==> config.mk <==
export PLATFORM = sky130hd
export DESIGN_NAME = rst_mode_ctl
export DESIGN_NICKNAME = d
export VERILOG_FILES = /design/src/rtl/rst_mode_pkg.sv /design/src/rtl/rst_mode_ctrl.sv /design/src/rtl/rst_mode_dp.sv /design/src/rtl/rst_mode_ctl.sv
export SDC_FILE = /design/constraint.sdc
export NUM_CORES = 1
export LEC_CHECK = 0
export BUFFER_PORTS_ARGS = -buffer_cell sky130_fd_sc_hd__buf_2
export CORE_ASPECT_RATIO = 0.8
export CORE_MARGIN = 2
export CORE_UTILIZATION = 45
export DETAILED_ROUTE_END_ITERATION = 8
export PLACE_DENSITY_LB_ADDON = 0.3
export SLEW_MARGIN = 20
export SYNTH_ARGS = -nofsm -noshare
export SYNTH_HDL_FRONTEND = slang
export SYNTH_SLANG_ARGS = --single-unit
==> constraint.sdc <==
create_clock -name clk -period 1.8 [get_ports clk]
set_input_delay 0.18 -clock clk [delete_from_list [all_inputs] [get_ports clk]]
set_output_delay 0.18 -clock clk [all_outputs]
set_load 0.05 [all_outputs]
==> src/rtl/rst_mode_pkg.sv <==
package rst_mode_pkg;

  typedef enum logic [1:0] {
    PWR_RUN  = 2'd0,
    PWR_IDLE = 2'd1,
    PWR_DOWN = 2'd2
  } pwrState_e;

  // strobes from control to datapath
  typedef struct packed {
    logic latchStraps;
    logic clearModes;
    logic wakeArm;
  } dpStrobe_t;

endpackage

==> src/rtl/rst_mode_ctrl.sv <==
module rst_mode_ctrl
  import rst_mode_pkg::*;
#(
  parameter int PULSE_STATES = 16
) (
  input  logic      clk,
  input  logic      porN,
  input  logic      rstPinIn,
  input  logic      intRstReq,
  input  logic      cfgIntRstQuiet,
  input  logic      idleReq,
  input  logic      pdReq,
  input  logic      pdEnable,
  input  logic      wakeHit,
  output dpStrobe_t strobe,
  output logic      rstPinPullDn,
  output logic      coreRst,
  output logic      bootFetch,
  output logic      idleMode,
  output logic      pdMode,
  output logic      phaseClkEn,
  output logic      oscEn
);

  localparam int CW = $clog2(PULSE_STATES + 1);

  logic          syncA, syncB, syncPrev;
  logic          fallEdge, riseEdge;
  logic [CW-1:0] pulseCnt;
  logic          busy, driveFlag, startPulse;
  logic          coreRstQ, coreRstPrev;
  pwrState_e     pwrState;
  logic          oscEnQ;

  // pad synchroniser and edge detect
  always_ff @(posedge clk or negedge porN) begin
    if (!porN) begin
      syncA    <= 1'b0;
      syncB    <= 1'b0;
      syncPrev <= 1'b0;
    end else begin
      syncA    <= rstPinIn;
      syncB    <= syncA;
      syncPrev <= syncB;
    end
  end

  assign fallEdge = syncPrev & ~syncB;
  assign riseEdge = ~syncPrev & syncB;

  // pull-down pulse counter
  assign busy       = (pulseCnt != '0);
  assign startPulse = !busy && (fallEdge || intRstReq);

  always_ff @(posedge clk or negedge porN) begin
    if (!porN) begin
      pulseCnt  <= '0;
      driveFlag <= 1'b0;
    end else if (startPulse) begin
      pulseCnt  <= CW'(PULSE_STATES);
      driveFlag <= fallEdge | ~cfgIntRstQuiet;
    end else if (busy) begin
      pulseCnt  <= pulseCnt - CW'(1);
    end
  end

  assign rstPinPullDn = busy & driveFlag;

  // core reset and boot strobe
  always_ff @(posedge clk or negedge porN) begin
    if (!porN) begin
      coreRstQ    <= 1'b1;
      coreRstPrev <= 1'b1;
    end else begin
      coreRstQ    <= busy | ~syncB;
      coreRstPrev <= coreRstQ;
    end
  end

  assign coreRst   = coreRstQ;
  assign bootFetch = coreRstPrev & ~coreRstQ;

  // power state
  always_ff @(posedge clk or negedge porN) begin
    if (!porN) begin
      pwrState <= PWR_RUN;
      oscEnQ   <= 1'b1;
    end else if (coreRstQ) begin
      pwrState <= PWR_RUN;
      oscEnQ   <= 1'b1;
    end else begin
      unique case (pwrState)
        PWR_RUN: begin
          if (pdReq && pdEnable) begin
            pwrState <= PWR_DOWN;
            oscEnQ   <= 1'b0;
          end else if (idleReq) begin
            pwrState <= PWR_IDLE;
          end
        end
        PWR_IDLE: pwrState <= PWR_IDLE;
        PWR_DOWN: if (wakeHit) pwrState <= PWR_RUN;
        default:  pwrState <= PWR_RUN;
      endcase
    end
  end

  assign idleMode   = (pwrState == PWR_IDLE);
  assign pdMode     = (pwrState == PWR_DOWN);
  assign phaseClkEn = (pwrState != PWR_DOWN);
  assign oscEn      = oscEnQ;

  assign strobe.latchStraps = riseEdge;
  assign strobe.clearModes  = ~syncB;
  assign strobe.wakeArm     = (pwrState == PWR_DOWN);

  // checker state: length of the current pull-down run
  logic [CW:0] chkLen;
  always_ff @(posedge clk or negedge porN) begin
    if (!porN)             chkLen <= '0;
    else if (rstPinPullDn) chkLen <= chkLen + 1'b1;
    else                   chkLen <= '0;
  end


  pulse_len_chk: assert property (@(posedge clk) disable iff (!porN)
    (!rstPinPullDn && $past(rstPinPullDn)) |-> (chkLen == (CW+1)'(PULSE_STATES)));


  no_restart_chk: assert property (@(posedge clk) disable iff (!porN)
    (busy && (fallEdge || intRstReq)) |=> (pulseCnt < $past(pulseCnt)));


  core_hold_chk: assert property (@(posedge clk) disable iff (!porN)
    (!syncB || busy) |=> coreRst);


  pd_gate_chk: assert property (@(posedge clk) disable iff (!porN)
    $rose(pdMode) |-> $past(pdEnable));


  osc_stay_chk: assert property (@(posedge clk) disable iff (!porN)
    (pdMode && wakeHit && !coreRst) |=> (!oscEn && phaseClkEn));

endmodule

==> src/rtl/rst_mode_dp.sv <==
module rst_mode_dp
  import rst_mode_pkg::*;
#(
  parameter int          NUM_PINS    = 16,
  parameter int          OSC_PIN_A   = 14,
  parameter int          OSC_PIN_B   = 15,
  parameter int          WAKE_CYCLES = 5,
  parameter logic [15:0] RESET_VEC   = 16'h2080
) (
  input  logic                clk,
  input  logic                porN,
  input  dpStrobe_t           strobe,
  input  logic                emuStrapN,
  input  logic                testStrapN,
  input  logic                vppN,
  output logic                wakeHit,
  output logic                modeNormal,
  output logic                modeEmu,
  output logic                modeTest,
  output logic [NUM_PINS-1:0] pinTristate,
  output logic [15:0]         bootAddr
);

  localparam int WW = $clog2(WAKE_CYCLES + 1);

  logic          emuQ, testQ;
  logic          vppA, vppB;
  logic [WW-1:0] wakeCnt;

  // strap latch, emulation wins over test
  always_ff @(posedge clk or negedge porN) begin
    if (!porN) begin
      emuQ  <= 1'b0;
      testQ <= 1'b0;
    end else if (strobe.clearModes) begin
      emuQ  <= 1'b0;
      testQ <= 1'b0;
    end else if (strobe.latchStraps) begin
      emuQ  <= ~emuStrapN;
      testQ <= ~testStrapN & emuStrapN;
    end
  end

  assign modeEmu    = emuQ;
  assign modeTest   = testQ;
  assign modeNormal = ~emuQ & ~testQ;

  // per-pin tristate, oscillator pins excluded
  for (genvar i = 0; i < NUM_PINS; i++) begin : gPin
    if (i == OSC_PIN_A || i == OSC_PIN_B) begin : gOsc
      assign pinTristate[i] = 1'b0;
    end else begin : gIo
      assign pinTristate[i] = emuQ;
    end
  end

  // programming-voltage wake qualification
  always_ff @(posedge clk or negedge porN) begin
    if (!porN) begin
      vppA <= 1'b1;
      vppB <= 1'b1;
    end else begin
      vppA <= vppN;
      vppB <= vppA;
    end
  end

  always_ff @(posedge clk or negedge porN) begin
    if (!porN) begin
      wakeCnt <= '0;
    end else if (strobe.wakeArm && !vppB) begin
      if (wakeCnt != WW'(WAKE_CYCLES - 1)) wakeCnt <= wakeCnt + WW'(1);
    end else begin
      wakeCnt <= '0;
    end
  end

  assign wakeHit  = strobe.wakeArm & ~vppB & (wakeCnt == WW'(WAKE_CYCLES - 1));
  assign bootAddr = RESET_VEC;


  mode_excl_chk: assert property (@(posedge clk) disable iff (!porN)
    !(modeEmu && modeTest));


  mode_clear_chk: assert property (@(posedge clk) disable iff (!porN)
    strobe.clearModes |=> (!modeEmu && !modeTest));


  tri_on_chk: assert property (@(posedge clk) disable iff (!porN)
    modeEmu |-> ($countones(pinTristate) == NUM_PINS - 2));


  tri_off_chk: assert property (@(posedge clk) disable iff (!porN)
    !modeEmu |-> (pinTristate == '0));

endmodule

==> src/rtl/rst_mode_ctl.sv <==
module rst_mode_ctl
  import rst_mode_pkg::*;
#(
  parameter int          PULSE_STATES = 16,
  parameter int          NUM_PINS     = 16,
  parameter int          OSC_PIN_A    = 14,
  parameter int          OSC_PIN_B    = 15,
  parameter int          WAKE_CYCLES  = 5,
  parameter logic [15:0] RESET_VEC    = 16'h2080
) (
  input  logic                clk,
  input  logic                porN,
  input  logic                rstPinIn,
  output logic                rstPinPullDn,
  input  logic                intRstReq,
  input  logic                cfgIntRstQuiet,
  input  logic                emuStrapN,
  input  logic                testStrapN,
  input  logic                idleReq,
  input  logic                pdReq,
  input  logic                pdEnable,
  input  logic                vppN,
  output logic                coreRst,
  output logic                bootFetch,
  output logic [15:0]         bootAddr,
  output logic                modeNormal,
  output logic                modeEmu,
  output logic                modeTest,
  output logic [NUM_PINS-1:0] pinTristate,
  output logic                idleMode,
  output logic                pdMode,
  output logic                phaseClkEn,
  output logic                oscEn
);

  dpStrobe_t strobe;
  logic      wakeHit;

  rst_mode_ctrl #(.PULSE_STATES(PULSE_STATES)) u_ctrl (
    .clk(clk), .porN(porN), .rstPinIn(rstPinIn), .intRstReq(intRstReq),
    .cfgIntRstQuiet(cfgIntRstQuiet), .idleReq(idleReq), .pdReq(pdReq),
    .pdEnable(pdEnable), .wakeHit(wakeHit), .strobe(strobe),
    .rstPinPullDn(rstPinPullDn), .coreRst(coreRst), .bootFetch(bootFetch),
    .idleMode(idleMode), .pdMode(pdMode), .phaseClkEn(phaseClkEn), .oscEn(oscEn)
  );

  rst_mode_dp #(
    .NUM_PINS(NUM_PINS), .OSC_PIN_A(OSC_PIN_A), .OSC_PIN_B(OSC_PIN_B),
    .WAKE_CYCLES(WAKE_CYCLES), .RESET_VEC(RESET_VEC)
  ) u_dp (
    .clk(clk), .porN(porN), .strobe(strobe), .emuStrapN(emuStrapN),
    .testStrapN(testStrapN), .vppN(vppN), .wakeHit(wakeHit),
    .modeNormal(modeNormal), .modeEmu(modeEmu), .modeTest(modeTest),
    .pinTristate(pinTristate), .bootAddr(bootAddr)
  );

endmodule

==> results.sh, run 1 <==
export IMPL_setup_worst_path_class="reg -> out"
export IMPL_final_cell_mix="buf_2, conb_1, dfrtp_1"
export IMPL_core_um2=2420
export IMPL_maxCapViolCount=0
export IMPL_clk_pin_slew_ps=100
export IMPL_n_antenna_cell=0
export IMPL_instances_no_fill=174
export IMPL_synth_fa_ha_area_share_pct=3.30
export IMPL_fin_nets=153
export IMPL_avgSynthCellArea_um2=10.4
export IMPL_cp_data_arrival_time_ps=1530
export IMPL_synth_cell_types=29
export IMPL_portBuffers=34
export IMPL_rr_startpoint="u_ctrl.pulseCnt[0]"
export IMPL_numCtsBuffers=3
export IMPL_synth_warnings=0
export IMPL_synth_simple_area_share_pct=16.7
export IMPL_vias=735
export IMPL_tritoncts="done"
export IMPL_synth_top_family_by_area="buffers and inverters"
export IMPL_hold_viol=0
export IMPL_period_share_pct=94.9
export IMPL_drtPass1Iterations=4
export IMPL_grt_max_degree=22
export IMPL_status="finished, final reports clean"
export IMPL_leakagePower_nw=0.646
export IMPL_tns_ps=0
export IMPL_fin_skew_ps=0.849
export IMPL_clk_latency_ps=290
export IMPL_syn_to_final_growth_pct=11.0
export IMPL_first_global_vias=624
export IMPL_drive_gt1_share_pct=38.4
export IMPL_grt_antenna_before_repair=0
export IMPL_rsz0062_at_grt="no"
export IMPL_cts_buffer_depth=2
export IMPL_dieArea_um2=2950
export IMPL_post_route_min_period_ps=1710
export IMPL_synth_ff_type="dfrtp_1"
export IMPL_routabilityCongestion=0.708
export IMPL_design_area_um2=1260
export IMPL_ys_seq_area_share_pct=46.7
export IMPL_grt_overflow=0
export IMPL_peakVddDrop_v=0.000679
export IMPL_synth_compound_area_share_pct=6.70
export IMPL_rows=16
export IMPL_dp_slack_ps=307
export IMPL_yosys_mux_area_fraction_pct=1.32
export IMPL_wire_per_inst_um=9.85
export IMPL_fp_dieW_um=60.2
export IMPL_clock_fmax_mhz=585
export IMPL_crit_fanout=4
export IMPL_hold_path_class="in -> reg"
export IMPL_crit_path_end_kind="primary output"
export IMPL_grt_pass1_wl_um=2590
export IMPL_place_area_um2=1180
export IMPL_synth_cell_area_um2=1140
export IMPL_async_flop_share_pct=100
export IMPL_p_per_area_nw_per_um2=1160
export IMPL_fillers=220
export IMPL_crit_required_ps=1620
export IMPL_io_pins=53
export IMPL_ant_nets=0
export IMPL_wl_um=1710
export IMPL_die_h_um=49.0
export IMPL_vias_per_cell=4.22
export IMPL_cts_sinks=21
export IMPL_grt_usage_pct=12.0
export IMPL_syn_inst=110
export IMPL_dpl_cell_count=165
export IMPL_drc=0
export IMPL_min_from="intRstReq"
export IMPL_ys_ff_latch=21
export IMPL_final_common_cell="buf_2"
export IMPL_fin_ws_ps=91.4
export IMPL_h_tree_depth=1
export IMPL_slew_viol_final=0
export IMPL_p_total_mw=1.47
export IMPL_synth_edf_count=0
export IMPL_finalSetupViolCount=0
export IMPL_initial_utilization_pct=47.0
export IMPL_cp_start_kind="register"
export IMPL_hpwl_um=1270
export IMPL_crit_start="u_ctrl.pulseCnt[0]"
export IMPL_root_buffer="clkbuf_4"
export IMPL_synth_xor_area_share_pct=1.54
export IMPL_drt_iter0_drc=12
[path summary, 6_finish.rpt]
kind | to | slack (ps) | cells after the start
worst max register to register | u_ctrl.pulseCnt[3] | 180 | 7
worst max-delay path | rstPinPullDn | 90 | 5
min in group asynchronous | u_ctrl.pwrState[0] | 360 | 2
worst min register to register | u_dp.vppB | 360 | 0
worst min-delay path | u_ctrl.pulseCnt[4] | 150 | 3
max in group asynchronous | u_dp.vppB | 1100 | 2
[final cells by class]
type	count	area (um2)	area share [%]
Sequential cell	21	532	42.1
Tap cell	36	45.0	3.56
Clock buffer	4	26.3	2.08
Timing Repair Buffer	40	229	18.1
Inverter	6	22.5	1.78
Multi-Input combinational cell	67	409	32.4
[state kept, by name, summed over array words and instances (netlist names)]
register / cells
u_ctrl.oscEn: 1
u_ctrl.coreRst: 1
u_ctrl.syncPrev: 1
u_dp.modeTest: 1
u_ctrl.pwrState: 2
u_ctrl.pulseCnt: 5
u_ctrl.syncB: 1
u_ctrl.driveFlag: 1
u_dp.vppB: 1
u_dp.vppA: 1
u_ctrl.coreRstPrev: 1
u_dp.modeEmu: 1
u_dp.wakeCnt: 3
u_ctrl.syncA: 1
[kinds of logic after synthesis]
kind of cell	Yosys count
buf+inv	38
other cells	2
compound gates	11
fa+ha+maj	3
xor+xnor	2
mux	1
flops	21
simple gates	32
[report_power, final]
| part | switching, mW | internal, mW |
|---|---|---|
| Combinational | 0.380 | 0.221 |
| Sequential | 0.0913 | 0.565 |
| Clock | 0.124 | 0.0861 |
[synth_stat cells, types with 3 or more instances]
cell type / instances / share of area (%)
buf_4: 32 / 21
dfrtp_1: 16 / 35
nand2_1: 7 / 2.3
inv_1: 6 / 2.0
nor2_1: 6 / 2.0
dfstp_2: 5 / 12
nor2b_1: 5 / 2.7
a21oi_1: 3 / 1.3
ha_1: 3 / 3.3
nand2b_1: 3 / 1.6
nor3_1: 3 / 1.3
[stage by stage]
step           utilization (%)  hold slack (ps)
3_5_place_dp              48.9              157
6_report                  52.2              152
3_3_place_gp              48.9              157
2_1_floorplan                -             -116
4_1_cts                   51.5              145
5_1_grt                   52.2              165
[critical path, cell delays in order, from the launching register on]
cell	delay [ps]
dfrtp_1	410
inv_1	70
ha_2	170
nor4b_4	190
and2b_2	250
buf_6	150
[what timing repair did]
action                                  CTS  global route
endpoints found under the setup margin    1             1
gates resized for setup                   0             4
endpoints found under the hold margin    18             0
buffers inserted                          1             1
hold buffers                              3             0
[per-layer routing]
layer	share of wire [%]	global-route usage (%)	up-vias
li1	-	-	360
met1	41	12.7	338
met2	51	21.6	35
met3	7.1	4.77	2
met4	0.88	3.33	0
met5	0	0	-
Note: power is estimated with default switching activity, not from simulation.
==> run 2: changes to the inputs <==
- CORE_UTILIZATION: 45 -> 46
- SYNTH_HIERARCHICAL: not set -> 1
==> run 2 against run 1 <==
Against the previous run:
- flip-flop and latch count did not move
- cell area rose by 3.6%
- clock-buffer cell count did not move
- clock power barely moved
- wire length rose by 6.4%
- synthesized area rose by 3.1%
- worst hold slack got worse by 86 ps
==> results.sh, run 2 <==
export IMPL_grt_max_degree=22
export IMPL_pwr_share_clk_pct=13.6
export IMPL_grt_antenna_before_repair=0
export IMPL_peakVddDrop_v=0.000799
export IMPL_largest_reg_flops=5
export IMPL_slew_viol_final=0
export IMPL_final_common_cell="buf_2"
export IMPL_grt_usage_pct=12.5
export IMPL_vias_per_cell=4.38
export IMPL_cts_buffer_depth=2
export IMPL_cts_sinks=21
export IMPL_status="finished, final reports clean"
export IMPL_numCtsBuffers=3
export IMPL_vias=784
export IMPL_top_register="u_ctrl/pulseCnt"
export IMPL_syn_inst=115
export IMPL_fillers=233
export IMPL_io_pins=53
export IMPL_dieArea_um2=2970
export IMPL_rows=16
export IMPL_portBuffers=34
export IMPL_grt_pass1_wl_um=2770
export IMPL_p_switching_mw=0.640
export IMPL_root_buffer="clkbuf_4"
export IMPL_syn_to_final_growth_pct=11.5
export IMPL_fp_dieW_um=60.5
export IMPL_ant_nets=0
export IMPL_clk_latency_ps=290
export IMPL_fin_nets=158
export IMPL_n_antenna_cell=0
export IMPL_async_flop_share_pct=100
export IMPL_hold_viol=0
export IMPL_setup_worst_path_class="reg -> out"
export IMPL_crit_path_cell_trace="inv_1 -> ha_4 -> nor4b_4 -> and2b_2 -> buf_6"
export IMPL_cp_start_kind="register"
export IMPL_first_global_vias=657
export IMPL_post_route_min_period_ps=1750
export IMPL_fin_skew_ps=6.01
export IMPL_crit_buf_inv=2
export IMPL_synth_cell_types=26
export IMPL_combPwrFrac_pct=45.1
export IMPL_p_sw_share_pct=40.8
export IMPL_drc=0
export IMPL_synth_warnings=6
export IMPL_path_delay_family="simple AND/OR/NAND/NOR gates"
export IMPL_tritoncts="done"
export IMPL_die_h_um=49.2
export IMPL_synth_cell_area_um2=1170
export IMPL_synth_most_common_cell="buf_4"
export IMPL_crit_required_ps=1620
export IMPL_routabilityCongestion=0.788
export IMPL_yosys_top_cells_count="buf_4, dfrtp_1, inv_1, nand2b_1, nor2_1"
export IMPL_wire_per_inst_um=10.2
export IMPL_synth_top_area_share_pct=34.1
export IMPL_synth_largest_area_cell="dfrtp_1"
export IMPL_leakagePower_nw=0.671
export IMPL_crit_fanout=3
export IMPL_p_int_mw=0.927
export IMPL_synth_area_leaders="dfrtp_1, buf_4, dfstp_2"
export IMPL_max_stage_delay_ps=390
export IMPL_crit_path_end_kind="primary output"
export IMPL_drive_gt1_share_pct=41.3
export IMPL_final_cell_mix="buf_2, conb_1, dfrtp_1"
export IMPL_drt_iter0_drc=12
export IMPL_place_area_um2=1200
export IMPL_period_share_pct=97.0
export IMPL_hpwl_um=1370
export IMPL_p_per_area_nw_per_um2=1200
export IMPL_ys_ff_latch=21
export IMPL_synth_ff_type="dfrtp_1"
export IMPL_drtPass1Iterations=4
export IMPL_core_um2=2440
export IMPL_p_total_mw=1.57
export IMPL_maxCapViolCount=0
export IMPL_clk_pin_slew_ps=110
export IMPL_cp_data_arrival_time_ps=1570
export IMPL_slowest_stage="dfrtp_1"
export IMPL_design_area_um2=1310
export IMPL_reg_top3="u_ctrl/pulseCnt: 5 flops, u_dp/wakeCnt: 3 flops, u_ctrl/pwrState: 2 flops"
export IMPL_seqPwrFrac_pct=41.3
export IMPL_h_tree_depth=1
export IMPL_finalSetupViolCount=0
export IMPL_synth_edf_count=0
export IMPL_grt_overflow=0
export IMPL_ys_seq_area_share_pct=45.3
export IMPL_hold_path_class="in -> reg"
export IMPL_initial_utilization_pct=48.1
export IMPL_avgSynthCellArea_um2=10.2
export IMPL_clock_fmax_mhz=573
export IMPL_wl_um=1820
## run 2: changes by cell type after synthesis, sizes merged, moves of 2 or more
| cell | previous run | this run |
|---|---|---|
| buf | 32 | 34 |
| nand2 | 7 | 4 |
| nor3 | 3 | 5 |
| o21ai | 2 | 4 |
| nor4 | 2 | 0 |
| nor3b | 2 | 0 |
| nand2b | 3 | 6 |
## run 2: timing repair
action / 4_1_cts / 5_1_grt
gates resized for setup: 1 / 4
endpoints found under the hold margin: 18 / 0
buffers inserted: 2 / 2
setup endpoints to repair: 1 / 1
hold buffers: 3 / 0
cloned: 0 / 0
## run 2: area by class of cell
cell class / count / area, um2 / area share, %
well taps: 36 / 45.0 / 3.44
inverters: 6 / 22.5 / 1.72
clock buffers: 4 / 26.3 / 2.01
multi-input cells: 70 / 439 / 33.6
flip-flops and latches: 21 / 532 / 40.6
repair buffers: 42 / 244 / 18.6
## run 2: stage by stage
| step | hold slack (ps) | cells | setup TNS, ps | setup slack [ps] | utilization [%] |
|---|---|---|---|---|---|
| after floorplan | -116 | 131 | 0 | 166 | - |
| after global placement | 162 | 168 | 0 | 268 | 49.3 |
| after detailed placement | 157 | 168 | 0 | 199 | 49.3 |
| after CTS | 50.3 | 177 | 0 | 13.9 | 52.3 |
| after global routing | 44.8 | 179 | -6.30 | -6.30 | 53.6 |
| final | 66.0 | 179 | 0 | 54.3 | 53.6 |
## run 2: per-layer routing
layer	track usage, %	wire length [um]	vias to the layer above	share of wire, %
met5	0	0	-	0
li1	-	-	379	-
met3	4.77	154	2	8.4
met4	3.99	13	0	0.71
met2	21.0	890	42	49
met1	14.5	766	361	42
## run 2: kinds of logic after synthesis
logic type      count (synthesis)  share of synthesized area [%]
compound gates                 14                           7.78
fa+ha+maj                       3                           3.20
buf+inv                        40                           23.7
flops                          21                           45.3
mux                             2                           1.92
other cells                     2                          0.640
simple gates                   33                           17.5
## run 2: path summary, 6_finish.rpt
kind / startpoint / to / slack (ps) / depth (start not counted)
worst min-delay path: emuStrapN / u_dp/modeEmu / 70 / 2
min in group asynchronous: porN / u_dp/wakeCnt[2] / 350 / 2
worst min register to register: u_dp/vppA / u_dp/vppB / 360 / 0
worst max-delay path: u_ctrl/pulseCnt[1] / rstPinPullDn / 50 / 5
worst max register to register: u_ctrl/pulseCnt[1] / u_ctrl/pulseCnt[0] / 80 / 7
max in group asynchronous: porN / u_dp/vppB / 1110 / 2
## run 2: worst reg2reg max path, stage by stage (launching register included)
cell and delay, ps:
dfrtp_1 390, inv_1 130, ha_4 160, nor4b_4 200, buf_4 140, buf_4 110
or4b_1 440, o21ai_0 90
## run 2: power by group through the flow
stage | Sequential [mW] | Combinational [mW] | Clock, mW
finish | 0.647 | 0.707 | 0.213
global route | 0.659 | 0.765 | 0.242
CTS | 0.643 | 0.628 | 0.228
detailed placement | 0.653 | 0.588 | 0
global placement | 0.651 | 0.579 | 0
floorplan | 0.661 | 0.519 | 0
==> run 3: changes to the inputs <==
- CORE_UTILIZATION: 46 -> 35
==> run 3 against run 2 <==
Against the previous run:
- worst hold slack got worse by 51 ps
- critical path depth unchanged
- die area increased by 29%
- worst setup slack better by 48 ps
- sequential power rose by 0.9%
- critical path type unchanged
- highest routed layer unchanged
==> results.sh, run 3 (synthesized netlist as in run 2, its figures left out) <==
export IMPL_numCtsBuffers=3
export IMPL_post_route_min_period_ps=1700
export IMPL_largest_reg_flops=5
export IMPL_slew_viol_final=0
export IMPL_r2r_slack_ps=200
export IMPL_rows=18
export IMPL_rr_startpoint="u_ctrl/pulseCnt[0]"
export IMPL_grt_overflow=0
export IMPL_n_antenna_cell=0
export IMPL_final_cell_mix="buf_2, conb_1, dfrtp_1"
export IMPL_routabilityCongestion=0.751
export IMPL_tns_ps=0
export IMPL_first_global_vias=717
export IMPL_portBuffers=34
export IMPL_syn_to_final_growth_pct=9.70
export IMPL_drt_iter0_drc=19
export IMPL_leakagePower_nw=0.656
export IMPL_p_sw_share_pct=40.8
export IMPL_hpwl_um=1390
export IMPL_worst_hold_path_num_cells=1
export IMPL_r2r_cells=6
export IMPL_status="finished, final reports clean"
export IMPL_final_util_pct=40.8
export IMPL_io_pins=53
export IMPL_seqPwrFrac_pct=40.7
export IMPL_p_switching_mw=0.654
export IMPL_cp_data_arrival_time_ps=1520
export IMPL_root_buffer="clkbuf_8"
export IMPL_maxCapViolCount=0
export IMPL_cts_sinks=21
export IMPL_vias=771
export IMPL_rsz0062_at_grt="no"
export IMPL_place_area_um2=1210
export IMPL_reg2reg_to="u_ctrl/pulseCnt[0]"
export IMPL_clk_pin_slew_ps=70
export IMPL_peakVddDrop_v=0.000823
export IMPL_fillers=313
export IMPL_p_int_mw=0.949
export IMPL_vias_per_cell=4.33
export IMPL_drtPass1Iterations=4
export IMPL_crit_fanout=3
export IMPL_final_common_cell="buf_2"
export IMPL_grt_usage_pct=10.9
export IMPL_clock_fmax_mhz=589
export IMPL_setup_worst_path_end="rstPinPullDn"
export IMPL_crit_required_ps=1620
export IMPL_design_area_um2=1290
export IMPL_p_per_area_nw_per_um2=1250
export IMPL_core_um2=3150
export IMPL_cts_buffer_depth=2
export IMPL_fin_skew_ps=4.20
export IMPL_top_register="u_ctrl/pulseCnt"
export IMPL_fin_nets=153
export IMPL_initial_utilization_pct=37.2
export IMPL_hold_viol=0
export IMPL_regArea_um2=532
export IMPL_crit_path_end_kind="primary output"
export IMPL_pwr_share_clk_pct=19.2
export IMPL_period_share_pct=94.3
export IMPL_finalSetupViolCount=0
export IMPL_wl_um=1860
export IMPL_cp_start_kind="register"
export IMPL_grt_pass1_wl_um=3190
export IMPL_clk_latency_ps=260
export IMPL_h_tree_depth=1
export IMPL_tritoncts="done"
export IMPL_grt_antenna_before_repair=0
export IMPL_dieArea_um2=3840
export IMPL_setup_worst_path_class="reg -> out"
export IMPL_drc=0
export IMPL_fp_dieW_um=68.7
export IMPL_ant_nets=0
export IMPL_drive_gt1_share_pct=42.0
export IMPL_multiInputGateArea_um2=439
export IMPL_die_h_um=55.8
export IMPL_hold_path_class="in -> reg"
export IMPL_crit_start="u_ctrl/pulseCnt[0]"
export IMPL_combPwrFrac_pct=40.1
export IMPL_wire_per_inst_um=10.4
export IMPL_reg_top3="u_ctrl/pulseCnt: 5 flops, u_dp/wakeCnt: 3 flops, u_ctrl/pwrState: 2 flops"
export IMPL_grt_max_degree=22
-- run 3: stage by stage --
stage          power, mW  hold slack (ps)  setup slack (ps)  cells
6_report            1.60             14.7               102    178
3_3_place_gp        1.23              158               325    172
2_1_floorplan       1.18             -116               166    131
4_1_cts             1.58             11.4              24.1    178
5_1_grt             1.71             7.83              25.4    178
3_5_place_dp        1.25              162               255    172
-- run 3: worst min-delay path by stage --
| stage | start | end | slack [ps] |
|---|---|---|---|
| after floorplan | porN | u_ctrl/driveFlag | -120 |
| after global placement | porN | u_ctrl/syncA | 160 |
| after detailed placement | porN | u_ctrl/syncA | 160 |
| after CTS | vppN | u_dp/vppA | 10 |
| after global routing | vppN | u_dp/vppA | 8 |
| final | vppN | u_dp/vppA | 10 |
-- run 3: critical path: stages, from the launching register on --
cell and delay, ps:
dfrtp_1 400, inv_2 90, ha_4 140, nor4b_4 200, and2b_2 240, buf_4 180
-- run 3: routing by layer --
layer	part of all wire [%]	GRT usage (%)	wire, um	up-vias
met5	0	0	0	-
met4	0.65	2.52	12	0
met3	9.7	4.25	180	2
met2	49	17.9	905	40
met1	41	13.2	759	360
li1	-	-	-	369
-- run 3: final cells by class --
type | instances | share of cell area [%]
multi-input combinational | 70 | 34.1
sequential | 21 | 41.3
tap | 40 | 3.89
clock buffer | 3 | 3.21
timing repair buffer | 37 | 15.4
clock inverter | 1 | 0.389
inverter | 6 | 1.75
-- run 3: power groups by stage --
stage               clock network (mW)  logic, mW  registers (mW)
detailed placement                   0      0.591           0.659
CTS                              0.321      0.606           0.651
global route                     0.340      0.695           0.671
global placement                     0      0.578           0.651
finish                           0.308      0.643           0.653
floorplan                            0      0.519           0.661
-- run 3: what timing repair did --
| item | in CTS | in global routing |
|---|---|---|
| setup buffers | 1 | 0 |
| endpoints found under the hold margin | 16 | 0 |
| gates resized for setup | 0 | 6 |
| hold buffers | 1 | 0 |
| setup endpoints to repair | 1 | 1 |
